$ cat src/rtl/halt_wake_ctrl.sv
module halt_wake_ctrl #(
  parameter int N_IRQ  = 8,
  parameter int PRIO_W = 2
) (
  input  logic                      clk,
  input  logic                      rst_n,
  input  logic                      halt_req,
  input  logic [N_IRQ-1:0]          irq_pend,
  input  logic [N_IRQ-1:0]          irq_mask,
  input  logic [N_IRQ*PRIO_W-1:0]   irq_prio,
  input  logic                      nmi,
  input  logic                      insvc_valid,
  input  logic [PRIO_W-1:0]         insvc_prio,
  input  logic                      gie,
  input  logic                      mosc_ok,
  output logic                      cpu_clk_en,
  output logic                      per_clk_en,
  output logic                      mosc_en,
  output logic                      ack,
  output logic                      ack_nmi,
  output logic [$clog2(N_IRQ)-1:0]  ack_idx,
  output logic                      resume_next,
  output logic [1:0]                mode
);
  localparam int IDX_W = $clog2(N_IRQ);
  localparam logic [1:0] M_NORM = 2'b00, M_IRUN = 2'b01, M_HALT = 2'b10;

  logic [1:0]       mode_q;
  logic             boot_q, cpu_q, mosc_q, ack_q, nmi_q, res_q;
  logic [IDX_W-1:0] idx_q;
  logic [N_IRQ-1:0] live;
  logic             any_live, wake, take;
  logic [PRIO_W-1:0] best_p;
  logic [IDX_W-1:0]  best_i;

  assign live     = irq_pend & ~irq_mask;
  assign any_live = |live;
  assign wake     = nmi | any_live;

  always_comb begin
    best_p = '0;
    best_i = '0;
    for (int i = N_IRQ - 1; i >= 0; i--) begin
      if (live[i] && irq_prio[i*PRIO_W +: PRIO_W] >= best_p) begin
        best_p = irq_prio[i*PRIO_W +: PRIO_W];
        best_i = IDX_W'(i);
      end
    end
  end

  assign take = gie && (!insvc_valid || best_p > insvc_prio);

  always_ff @(posedge clk or negedge rst_n) begin
    if (!rst_n) begin
      mode_q <= M_IRUN;
      boot_q <= 1'b1;
      cpu_q  <= 1'b1;
      mosc_q <= 1'b1;
      ack_q  <= 1'b0;
      nmi_q  <= 1'b0;
      res_q  <= 1'b0;
      idx_q  <= '0;
    end else begin
      ack_q <= 1'b0;
      nmi_q <= 1'b0;
      res_q <= 1'b0;
      idx_q <= '0;
      case (mode_q)
        M_IRUN: begin
          if (halt_req) begin
            mode_q <= M_HALT;
            cpu_q  <= 1'b0;
            mosc_q <= 1'b0;
            boot_q <= 1'b0;
          end else if (boot_q && mosc_ok) begin
            mode_q <= M_NORM;
            boot_q <= 1'b0;
          end
        end
        M_HALT: begin
          if (wake) begin
            mode_q <= M_IRUN;
            cpu_q  <= 1'b1;
            mosc_q <= 1'b1;
            if (nmi) begin
              ack_q <= 1'b1;
              nmi_q <= 1'b1;
            end else if (take) begin
              ack_q <= 1'b1;
              idx_q <= best_i;
            end else begin
              res_q <= 1'b1;
            end
          end
        end
        default: ;
      endcase
    end
  end

  assign mode        = mode_q;
  assign cpu_clk_en  = cpu_q;
  assign mosc_en     = mosc_q;
  assign per_clk_en  = 1'b1;
  assign ack         = ack_q;
  assign ack_nmi     = nmi_q;
  assign ack_idx     = idx_q;
  assign resume_next = res_q;

  assert_gate_off_in_halt_R2: assert property (@(posedge clk) disable iff (!rst_n)
    (mode_q == M_HALT) |-> !cpu_q);
  assert_mosc_off_in_halt_R3: assert property (@(posedge clk) disable iff (!rst_n)
    (mode_q == M_HALT) == !mosc_q);
  assert_norm_ignores_halt_R4: assert property (@(posedge clk) disable iff (!rst_n)
    (mode_q == M_NORM) |=> (mode_q == M_NORM));
  assert_stay_halted_R5: assert property (@(posedge clk) disable iff (!rst_n)
    (mode_q == M_HALT && !wake) |=> (mode_q == M_HALT));
  assert_wake_cause_R5: assert property (@(posedge clk) disable iff (!rst_n)
    $rose(cpu_q) |-> $past(wake));
  assert_ack_needs_gie_R7: assert property (@(posedge clk) disable iff (!rst_n)
    (ack_q && !nmi_q) |-> $past(gie));
  assert_ack_one_cycle_R7: assert property (@(posedge clk) disable iff (!rst_n)
    ack_q |=> !ack_q);
  assert_ack_or_resume_R9: assert property (@(posedge clk) disable iff (!rst_n)
    $onehot0({ack_q, res_q}));
endmodule

$ cat config.mk
export PLATFORM = sky130hd
export DESIGN_NAME = halt_wake_ctrl
export DESIGN_NICKNAME = d
export VERILOG_FILES = /design/src/rtl/halt_wake_ctrl.sv
export SDC_FILE = /design/constraint.sdc
export NUM_CORES = 1
export LEC_CHECK = 0
export BUFFER_PORTS_ARGS = -buffer_cell sky130_fd_sc_hd__buf_2
export CORE_AREA = 2 2 56 58
export DETAILED_ROUTE_END_ITERATION = 6
export DIE_AREA = 0 0 58 60
export PLACE_DENSITY = 0.74
export SYNTH_ARGS = -nofsm -noshare
export SYNTH_HDL_FRONTEND = slang
export SYNTH_SLANG_ARGS = --single-unit
$ cat constraint.sdc
create_clock -name clk -period 1.6 [get_ports clk]
set_input_delay 0.08 -clock clk [delete_from_list [all_inputs] [get_ports clk]]
set_output_delay 0.08 -clock clk [all_outputs]
set_load 0.02 [all_outputs]
==> impl_metrics.tcl, run 1 <==
set metrics [dict create \
    yosysMostFrequentCell "inv_1" \
    wl_per_cell_um 14.2 \
    start_util_pct 40.7 \
    h-tree-depth 1 \
    worstSetupPathType "in2reg" \
    ys_warn_count 0 \
    hold_path.startpoint "nmi" \
    ctsRootBufferMaster "clkbuf_4" \
    min_delay_worst_endpoint "resume_next" \
    ys_seq_area_share_pct 21.5 \
    path_max_fanout 6 \
    worst_slew_pin_slew_ns 0.537 \
    cts_made_buffers 3 \
    setup_violations 5 \
    p_clk_share_pct 19.6 \
    required_ns 1.79 \
    p_int_uw 752 \
    ys_types 47 \
    core_um2 2900 \
    critPathCaptureType "flip-flop" \
    crit_path_frequent_cell "nand2b_4" \
    grt_pass1_wl_um 6000 \
    grt_max_degree 11 \
    dr.max_layer_used "met4" \
    power_switching_share_pct 33.0 \
    crit_arrival_ns 8.63 \
    die_height_um 60 \
    clkTransAtPathRegs_ns 0.07 \
    r2r-start "mode[0]" \
    grt_antenna_before_repair 0 \
    syn-instance-count 139 \
    r2r_end "ack_idx[2]" \
    io_buffers 50 \
    grt_pass1_vias 1455 \
    final_antenna_net_count 0 \
    p_per_area_nw_per_um2 523 \
    switchingPower_uw 371 \
    dpl.hpwl_um 2880 \
    vias_per_cell 5.23 \
    grt_overflow 0 \
    diodes 0 \
    chipWidth_um 58 \
    io_pins 52 \
    relSlewSlack_pct 63.7 \
    synth_top_area_share_pct 14.8 \
    synth_edf_count 0 \
    wl_met1_um 1450 \
    violations "negative setup slack" \
    slowest_stage "or4b_4" \
    fin_tns_setup_ns -33.17 \
    synth-seq-cells 10 \
    drv_cap 0 \
    syn2layout_area_growth_pct 81.5 \
    r2r_cells 5 \
    min_path_type "in2reg" \
    rows 20 \
    cts_buffer_depth 2 \
    period_needed_ns 8.43 \
    seq_power_share_pct 22.6 \
    drv_slew 0 \
    worst_setup_path_start_kind "input pin" \
    drive_gt1_share_pct 63.1 \
    synth_area_um2 1180 \
    holdPathStages 2 \
    clk_latency_ns 0.26 \
    final.fill_count 209 \
    max_freq_mhz 119 \
    vias 1448 \
    power.leakage_uw 0.00112 \
    p_comb_share_pct 57.8 \
    drtPass1Iterations 6 \
    async_flop_share_pct 100 \
    clock_sinks 10 \
    place.gp.congestion 0.811 \
    r2r_setup_slack_ns -0.02 \
    grt.total_usage_pct 22.3 \
    status "finished with violations" \
    nets 298 \
    rsz0062_at_grt "true" \
    syn-mean-instance-area_um2 8.51 \
    synth_top_cells_by_count "18 x inv_1, 13 x nand2_1, 12 x a21oi_1, 12 x ha_1" \
    die_area_um2 3480 \
    slowest_delay_ns 0.51 \
    synth_top_area_cell "dfrtp_1" \
    synth_flop_cell "dfrtp_1" \
    pre_cts_slack_ns -7.17 \
    drc 0 \
    period_share_pct 527 \
    drt_iter0_drc 26 \
    cts_tree "done" \
    routed_wl_um 3940 \
    met3_length_um 187 \
    irDropWorstVdd_uv 612 \
    wl_met2_um 2210 \
    fin_skew_ns 0.00590 \
    synthesis.nets 192 \
    final_util_pct 73.9 \
    fin_ws_ns -6.83 \
    synth_area_leaders "dfrtp_1 15%, ha_1 13%, dfstp_2 6.7%" \
    hold_viol_final 0 \
]
-- per-stage QoR --
stage	hold slack [ns]	std cells	instance area [um^2]	power, uW
final	0.0336	277	2150	1120
after floorplan	-0.216	139	1340	584
after global placement	-0.0611	258	1900	766
after global routing	0.0367	277	2150	1190
after CTS	0.0367	269	2070	1080
after detailed placement	-0.0555	258	1900	795
-- cell usage in the layout (no fill, tap or decap), types with 2 or more instances in the layout --
master / instances
buf_4: 52
buf_2: 48
inv_1: 17
nand2_1: 13
ha_1: 7
dfrtp_1: 7
nand2b_4: 6
a21oi_1: 6
nor2b_1: 5
nor2_1: 5
nand3b_1: 4
a21oi_2: 4
ha_4: 4
nor3b_4: 3
o21ai_0: 3
dfstp_2: 3
clkbuf_4: 3
nand2b_1: 2
and2_4: 2
mux2_4: 2
o31a_1: 2
a21o_1: 2
a21oi_4: 2
o21ai_1: 2
and2_1: 2
buf_6: 2
-- how the worst max path moves through the flow --
stage | start | endpoint | depth (start not counted) | slack (ns)
6_report | irq_pend[7] | ack_idx[2] | 45 | -6.83
5_1_grt | irq_pend[7] | ack_idx[2] | 47 | -7.15
4_1_cts | irq_pend[7] | ack_idx[2] | 47 | -6.75
3_5_place_dp | irq_mask[7] | ack_idx[1] | 47 | -7.17
3_3_place_gp | irq_mask[7] | ack_idx[1] | 47 | -6.88
2_1_floorplan | irq_pend[7] | ack_idx[1] | 46 | -6.79
-- area by class of cell --
type | count | area (um^2) | share of cell area (%)
Inverter | 18 | 67.6 | 3.15
Timing Repair Buffer | 103 | 663 | 30.9
Sequential cell | 10 | 254 | 11.8
Multi-Input combinational cell | 109 | 1080 | 50.5
Clock buffer | 4 | 36.3 | 1.69
Tap cell | 33 | 41.3 | 1.92
-- sequential cells by signal, summed over array words and instances (netlist names) --
| register | count |
|---|---|
| boot_q | 1 |
| ack_idx | 3 |
| ack | 1 |
| mode | 2 |
| ack_nmi | 1 |
| resume_next | 1 |
| mosc_en | 1 |
-- critical path, delay by kind of cell --
family	cells	cell delay, ns
adders and majority gates	8	1.96
buffers and inverters	2	0.16
and+or+nand+nor	15	2.65
AOI/OAI and AO/OA	17	2.80
muxes	3	0.95
-- power by group through the flow --
stage | Sequential [uW] | Combinational [uW] | Clock (uW)
after floorplan | 258 | 327 | 0
after global placement | 258 | 509 | 0
after detailed placement | 258 | 537 | 0
after CTS | 253 | 601 | 223
after global routing | 253 | 701 | 238
final | 253 | 649 | 220
-- what timing repair did --
action / 4_1_cts / 5_1_grt
hold buffers: 1 / 0
cloned: 0 / 0
endpoints found under the hold margin: 10 / 0
resized for setup: 17 / 4
pin swaps: 12 / 11
setup endpoints to repair: 5 / 5
buffers inserted: 6 / 8
-- layer usage --
layer	vias up	GRT usage, %
met3	13	3.68
met5	-	0
met1	679	22.4
met2	53	44.8
li1	703	-
met4	0	9.30
-- kinds of logic after synthesis --
kind of cell / Yosys count / synth area share (%)
DFF: 10 / 21.5
buffers and inverters: 20 / 6.98
muxes: 4 / 4.97
and+or+nand+nor: 54 / 27.0
AOI/OAI and AO/OA: 38 / 26.6
adders and majority gates: 12 / 12.7
other: 1 / 0.317
Power figures use the tool's default switching activity.
==> run 2: changes to the inputs <==
--- a/config.mk
+++ b/config.mk
@@ -6,10 +6,12 @@
 export NUM_CORES = 1
 export LEC_CHECK = 0
 export BUFFER_PORTS_ARGS = -buffer_cell sky130_fd_sc_hd__buf_2
-export CORE_AREA = 2 2 56 58
+export CELL_PAD_IN_SITES_DETAIL_PLACEMENT = 1
+export CELL_PAD_IN_SITES_GLOBAL_PLACEMENT = 2
+export CORE_AREA = 2 2 75 77
 export DETAILED_ROUTE_END_ITERATION = 6
-export DIE_AREA = 0 0 58 60
-export PLACE_DENSITY = 0.74
+export DIE_AREA = 0 0 77 79
+export PLACE_DENSITY_LB_ADDON = 0.1
 export SYNTH_ARGS = -nofsm -noshare
 export SYNTH_HDL_FRONTEND = slang
 export SYNTH_SLANG_ARGS = --single-unit
==> run 2 against run 1 <==
Compared with the run above: the run still ends with negative setup slack left; setup slack better by 0.12 ns; sequential share of layout area is 0.67 points lower; register-to-register slack worse by 0.03 ns; highest routed layer unchanged; cell area is 6.0% higher; critical endpoint is now ack_idx[1]; critical path depth is 2 higher; clock power is 37% higher.
==> impl_metrics.tcl, run 2 (synthesis results as in run 1) <==
set metrics [dict create \
    status "finished with violations" \
    violations "negative setup slack" \
    finalPower_uw 1190 \
    clkTransAtPathRegs_ns 0.05 \
    slowest_delay_ns 0.50 \
    dpl.hpwl_um 3230 \
    worstSetupPathType "in2reg" \
    diodes 0 \
    ctsRootBufferMaster "clkbuf_8" \
    max_freq_mhz 120 \
    hold_viol_final 0 \
    rows 27 \
    rsz0062_at_grt "true" \
    critPathCaptureType "flip-flop" \
    worst_setup_path_start_kind "input pin" \
    wl_met2_um 2030 \
    largest_register_ffs 3 \
    grt_max_degree 11 \
    crit_cells 47 \
    syn2layout_area_growth_pct 92.4 \
    die_height_um 79 \
    drive_gt1_share_pct 62.8 \
    clk_latency_ns 0.23 \
    grt_pass1_vias 1499 \
    drv_cap 0 \
    grt_overflow 0 \
    io_buffers 50 \
    hold_slack_ns 0.0649 \
    start_util_pct 22.2 \
    final.fill_count 675 \
    power.leakage_uw 0.00117 \
    die_area_um2 6080 \
    layout_commonest_cell "buf_4" \
    fin_ws_ns -6.71 \
    drc 0 \
    routed_wl_um 3710 \
    fin_skew_ns 0.00188 \
    critPathBufInv 2 \
    vias_per_cell 4.37 \
    required_ns 1.76 \
    io_pins 52 \
    clock_sinks 10 \
    grt_pass1_wl_um 6600 \
    wl_met1_um 1540 \
    place.gp.congestion 0.775 \
    met3_length_um 125 \
    path_delay_family "compound AO/OA/AOI/OAI gates" \
    drt_iter0_drc 13 \
    grt.total_usage_pct 12.8 \
    core_um2 5340 \
    grt_antenna_before_repair 0 \
    path_max_fanout 6 \
    drtPass1Iterations 3 \
    p_per_area_nw_per_um2 525 \
    layout_common_cells "61 x buf_4, 48 x buf_2, 18 x inv_1" \
    cts_made_buffers 3 \
    cts_tree "done" \
    vias 1421 \
    irDropWorstVdd_uv 227 \
    dr.max_layer_used "met4" \
    period_share_pct 520 \
    cts_buffer_depth 2 \
    crit_arrival_ns 8.47 \
    final_antenna_net_count 0 \
    drv_slew 0 \
    r2r_cells 6 \
    min_path_type "in2reg" \
    wl_per_cell_um 11.4 \
    holdPathStages 2 \
    period_needed_ns 8.31 \
    slowest_stage "or4b_4" \
    setup_violations 5 \
    h-tree-depth 1 \
    nets 307 \
    chipWidth_um 77 \
]
==> run 2: worst register-to-register path, stage by stage (launching register included) <==
cell and delay [ns]:
dfrtp_1 0.34, nor2b_1 0.21, o41ai_1 0.12, buf_4 0.15
or4b_4 0.50, nor2_4 0.12, a21boi_2 0.15
==> run 2: power breakdown <==
group          internal [uW]  total, uW  switching (uW)  leakage (uW)
combinational            366        637             271       0.00102
sequential               254        254               0      0.000129
clock                    215        302            87.0     0.0000288
==> run 2: area by class of cell <==
class                   instances  area, um^2  share of cell area, %
inverters                      18        67.6                   2.97
multi-input cells             109        1080                   47.4
well taps                      72        90.1                   3.96
flip-flops and latches         10         254                   11.2
clock buffers                   4        55.1                   2.42
repair buffers                112         731                   32.1
==> run 2: final timing paths <==
check | startpoint | to | slack (ns)
max | irq_pend[7] | ack_idx[1] | -6.71
min | nmi | resume_next | 0.06
max reg2reg | mode[1] | ack_idx[1] | -0.05
min reg2reg | boot_q | boot_q | 0.46
max in group asynchronous | rst_n | boot_q | 1.11
min in group asynchronous | rst_n | mode[1] | 0.24
==> run 2: routing by layer <==
| layer | global-route usage [%] | vias to the layer above |
|---|---|---|
| li1 | - | 723 |
| met1 | 15.4 | 669 |
| met3 | 1.02 | 2 |
| met5 | 0 | - |
| met2 | 24.8 | 27 |
| met4 | 2.68 | 0 |
==> run 2: repair_timing <==
item,4_1_cts,5_1_grt
buffers inserted,12,5
gates resized for setup,16,4
endpoints found under the hold margin,10,0
pin swaps,9,4
hold buffers,1,0
setup endpoints to repair,5,5
==> run 2: through the flow <==
stage	setup slack, ns	TNS, ns	area, um^2	cells	util (%)
final	-6.71	-32.45	2270	325	42.6
after CTS	-6.72	-32.45	2220	320	41.5
after global routing	-7.11	-34.34	2270	325	42.6
after floorplan	-6.79	-32.69	1340	139	-
after detailed placement	-7.16	-34.49	2000	304	37.5
after global placement	-6.97	-33.54	2000	304	37.5
==> run 3: changes to the inputs <==
--- a/config.mk
+++ b/config.mk
@@ -5,12 +5,13 @@
 export SDC_FILE = /design/constraint.sdc
 export NUM_CORES = 1
 export LEC_CHECK = 0
+export ABC_AREA = 1
 export BUFFER_PORTS_ARGS = -buffer_cell sky130_fd_sc_hd__buf_2
 export CELL_PAD_IN_SITES_DETAIL_PLACEMENT = 1
 export CELL_PAD_IN_SITES_GLOBAL_PLACEMENT = 2
-export CORE_AREA = 2 2 75 77
+export CORE_AREA = 2 2 78 80
 export DETAILED_ROUTE_END_ITERATION = 6
-export DIE_AREA = 0 0 77 79
+export DIE_AREA = 0 0 80 82
 export PLACE_DENSITY_LB_ADDON = 0.1
 export SYNTH_ARGS = -nofsm -noshare
 export SYNTH_HDL_FRONTEND = slang
==> run 3 against run 2 <==
Compared with the run above: the run still ends with negative setup slack left; fmax grew 19%; sequential share of layout area shrank 1.9 points; via count grew 27%.
==> impl_metrics.tcl, run 3 <==
set metrics [dict create \
    ys_warn_count 0 \
    grt_overflow 0 \
    io_pins 52 \
    status "finished with violations" \
    drive_gt1_share_pct 69.5 \
    clk_latency_ns 0.23 \
    path_max_fanout 4 \
    irDropWorstVdd_uv 620 \
    synth_top_area_share_pct 14.8 \
    vias 1807 \
    routed_wl_um 5420 \
    yosysMostFrequentCell "inv_1" \
    crit_path_frequent_cell "buf_4" \
    clkTransAtPathRegs_ns 0.05 \
    p_per_area_nw_per_um2 663 \
    ys_types 28 \
    drc 0 \
    wl_per_cell_um 12.4 \
    synth_area_leaders "dfrtp_1 15%, inv_1 14%, nand2_1 13%" \
    drv_cap 0 \
    rsz0062_at_grt "true" \
    fin_tns_setup_ns -26.65 \
    start_util_pct 20.6 \
    critPathCaptureType "flip-flop" \
    grt_pass1_vias 1866 \
    diodes 0 \
    synth_edf_count 0 \
    rows 28 \
    hold_viol_final 0 \
    async_flop_share_pct 100 \
    synth_top_area_cell "dfrtp_1" \
    nets 415 \
    power.leakage_uw 0.00159 \
    cts_tree "done" \
    drv_slew 0 \
    cts_made_buffers 3 \
    synth-seq-cells 10 \
    io_buffers 50 \
    synth_flop_cell "dfrtp_1" \
    period_needed_ns 7.00 \
    slowest_delay_ns 0.29 \
    synthesis.nets 236 \
    h-tree-depth 1 \
    grt.total_usage_pct 16.2 \
    drtPass1Iterations 4 \
    synth_area_um2 1180 \
    stdcell_area_um2 2740 \
    dpl.hpwl_um 2820 \
    core_um2 5750 \
    cts_buffer_depth 2 \
    drt_iter0_drc 8 \
    min_path_type "in2reg" \
    chipWidth_um 80 \
    grt_max_degree 11 \
    period_share_pct 438 \
    fin_ws_ns -5.40 \
    largest_register_ffs 3 \
    syn2layout_area_growth_pct 132 \
    worst_setup_path_start_kind "input pin" \
    max_freq_mhz 143 \
    required_ns 1.76 \
    crit_arrival_ns 7.16 \
    pre_cts_slack_ns -5.68 \
    final.fill_count 763 \
    synth_top_cells_by_count "45 x inv_1, 41 x nand2_1, 16 x nor2_1, 12 x ha_1, 11 x o21ai_0" \
    vias_per_cell 4.14 \
    worstSetupPathType "in2reg" \
    violations "negative setup slack" \
    ctsRootBufferMaster "clkbuf_8" \
    ys_seq_area_share_pct 21.5 \
    setup_violations 5 \
    grt_antenna_before_repair 0 \
    die_height_um 82 \
    fin_skew_ns 0.000551 \
    clock_sinks 10 \
    syn-instance-count 183 \
    r2r_setup_slack_ns 0.47 \
    layout_common_cells "123 x buf_4, 48 x buf_2, 38 x inv_1" \
    die_area_um2 6560 \
    final_antenna_net_count 0 \
    grt_pass1_wl_um 8310 \
    syn-mean-instance-area_um2 6.45 \
    layout_commonest_cell "buf_4" \
    place_area_um2 1920 \
    place.gp.congestion 0.663 \
    slowest_stage "ha_1" \
]
run 3: worst paths after layout:
| check | depth (start not counted) | from | to |
|---|---|---|---|
| max in group asynchronous | 2 | rst_n | mosc_en |
| worst max-delay path | 65 | irq_pend[7] | ack_idx[2] |
| worst max register to register | 5 | mode[0] | ack_idx[2] |
| worst min-delay path | 3 | halt_req | mode[1] |
| min in group asynchronous | 2 | rst_n | resume_next |
| worst min register to register | 2 | boot_q | boot_q |
run 3: per-layer routing:
metal,vias to the layer above,global-route usage (%),routed length (um)
li1,913,-,-
met1,838,17.9,2050
met2,42,32.4,2990
met3,14,1.87,213
met4,0,4.24,160
met5,-,0,0
run 3: report_power, final:
part           internal, uW  switching [uW]  total, uW  leakage (uW)
sequential              332            38.9        371      0.000126
combinational           607             569       1180       0.00145
clock                   174            93.6        268     0.0000228
total                  1110             702       1810       0.00159
run 3: metrics by stage:
step / hold WS, ns / instances / utilization, % / total power [uW]
2_1_floorplan: -0.216 / 183 / - / 827
3_3_place_gp: -0.0487 / 355 / 33.3 / 1150
3_5_place_dp: -0.0483 / 355 / 33.3 / 1160
4_1_cts: 0.0900 / 428 / 44.5 / 1690
5_1_grt: 0.112 / 436 / 47.6 / 1980
6_report: 0.0874 / 436 / 47.6 / 1810
run 3: what timing repair did:
item | in CTS | in global routing
endpoints found under the setup margin | 5 | 5
setup buffers | 68 | 12
endpoints found under the hold margin | 10 | 0
resized for setup | 17 | 32
pin swaps | 31 | 36
cloned | 0 | 0
hold buffers | 1 | 0
run 3: final cells by class:
class / instances / area (um^2) / area share [%]
clock buffers: 4 / 45.0 / 1.65
flip-flops and latches: 10 / 254 / 9.28
multi-input cells: 124 / 933 / 34.1
well taps: 75 / 93.8 / 3.43
inverters: 47 / 189 / 6.90
repair buffers: 176 / 1220 / 44.7
run 3: logic make-up (layout without fill, tap and decap cells):
group	after synthesis	after routing	synth area share (%)
buffers and inverters	49	227	16.3
AND/OR/NAND/NOR	92	92	39.3
adder cells (fa/ha/maj)	12	12	12.7
other	1	1	0.317
AO/OA/AOI/OAI	19	19	9.85
flip-flops	10	10	21.5
run 3: critical path, delay by kind of cell:
kind,cells,cell delay [ns]
buffers and inverters,22,2.04
AND/OR/NAND/NOR,31,3.08
adder cells (fa/ha/maj),6,1.36
AO/OA/AOI/OAI,6,0.62
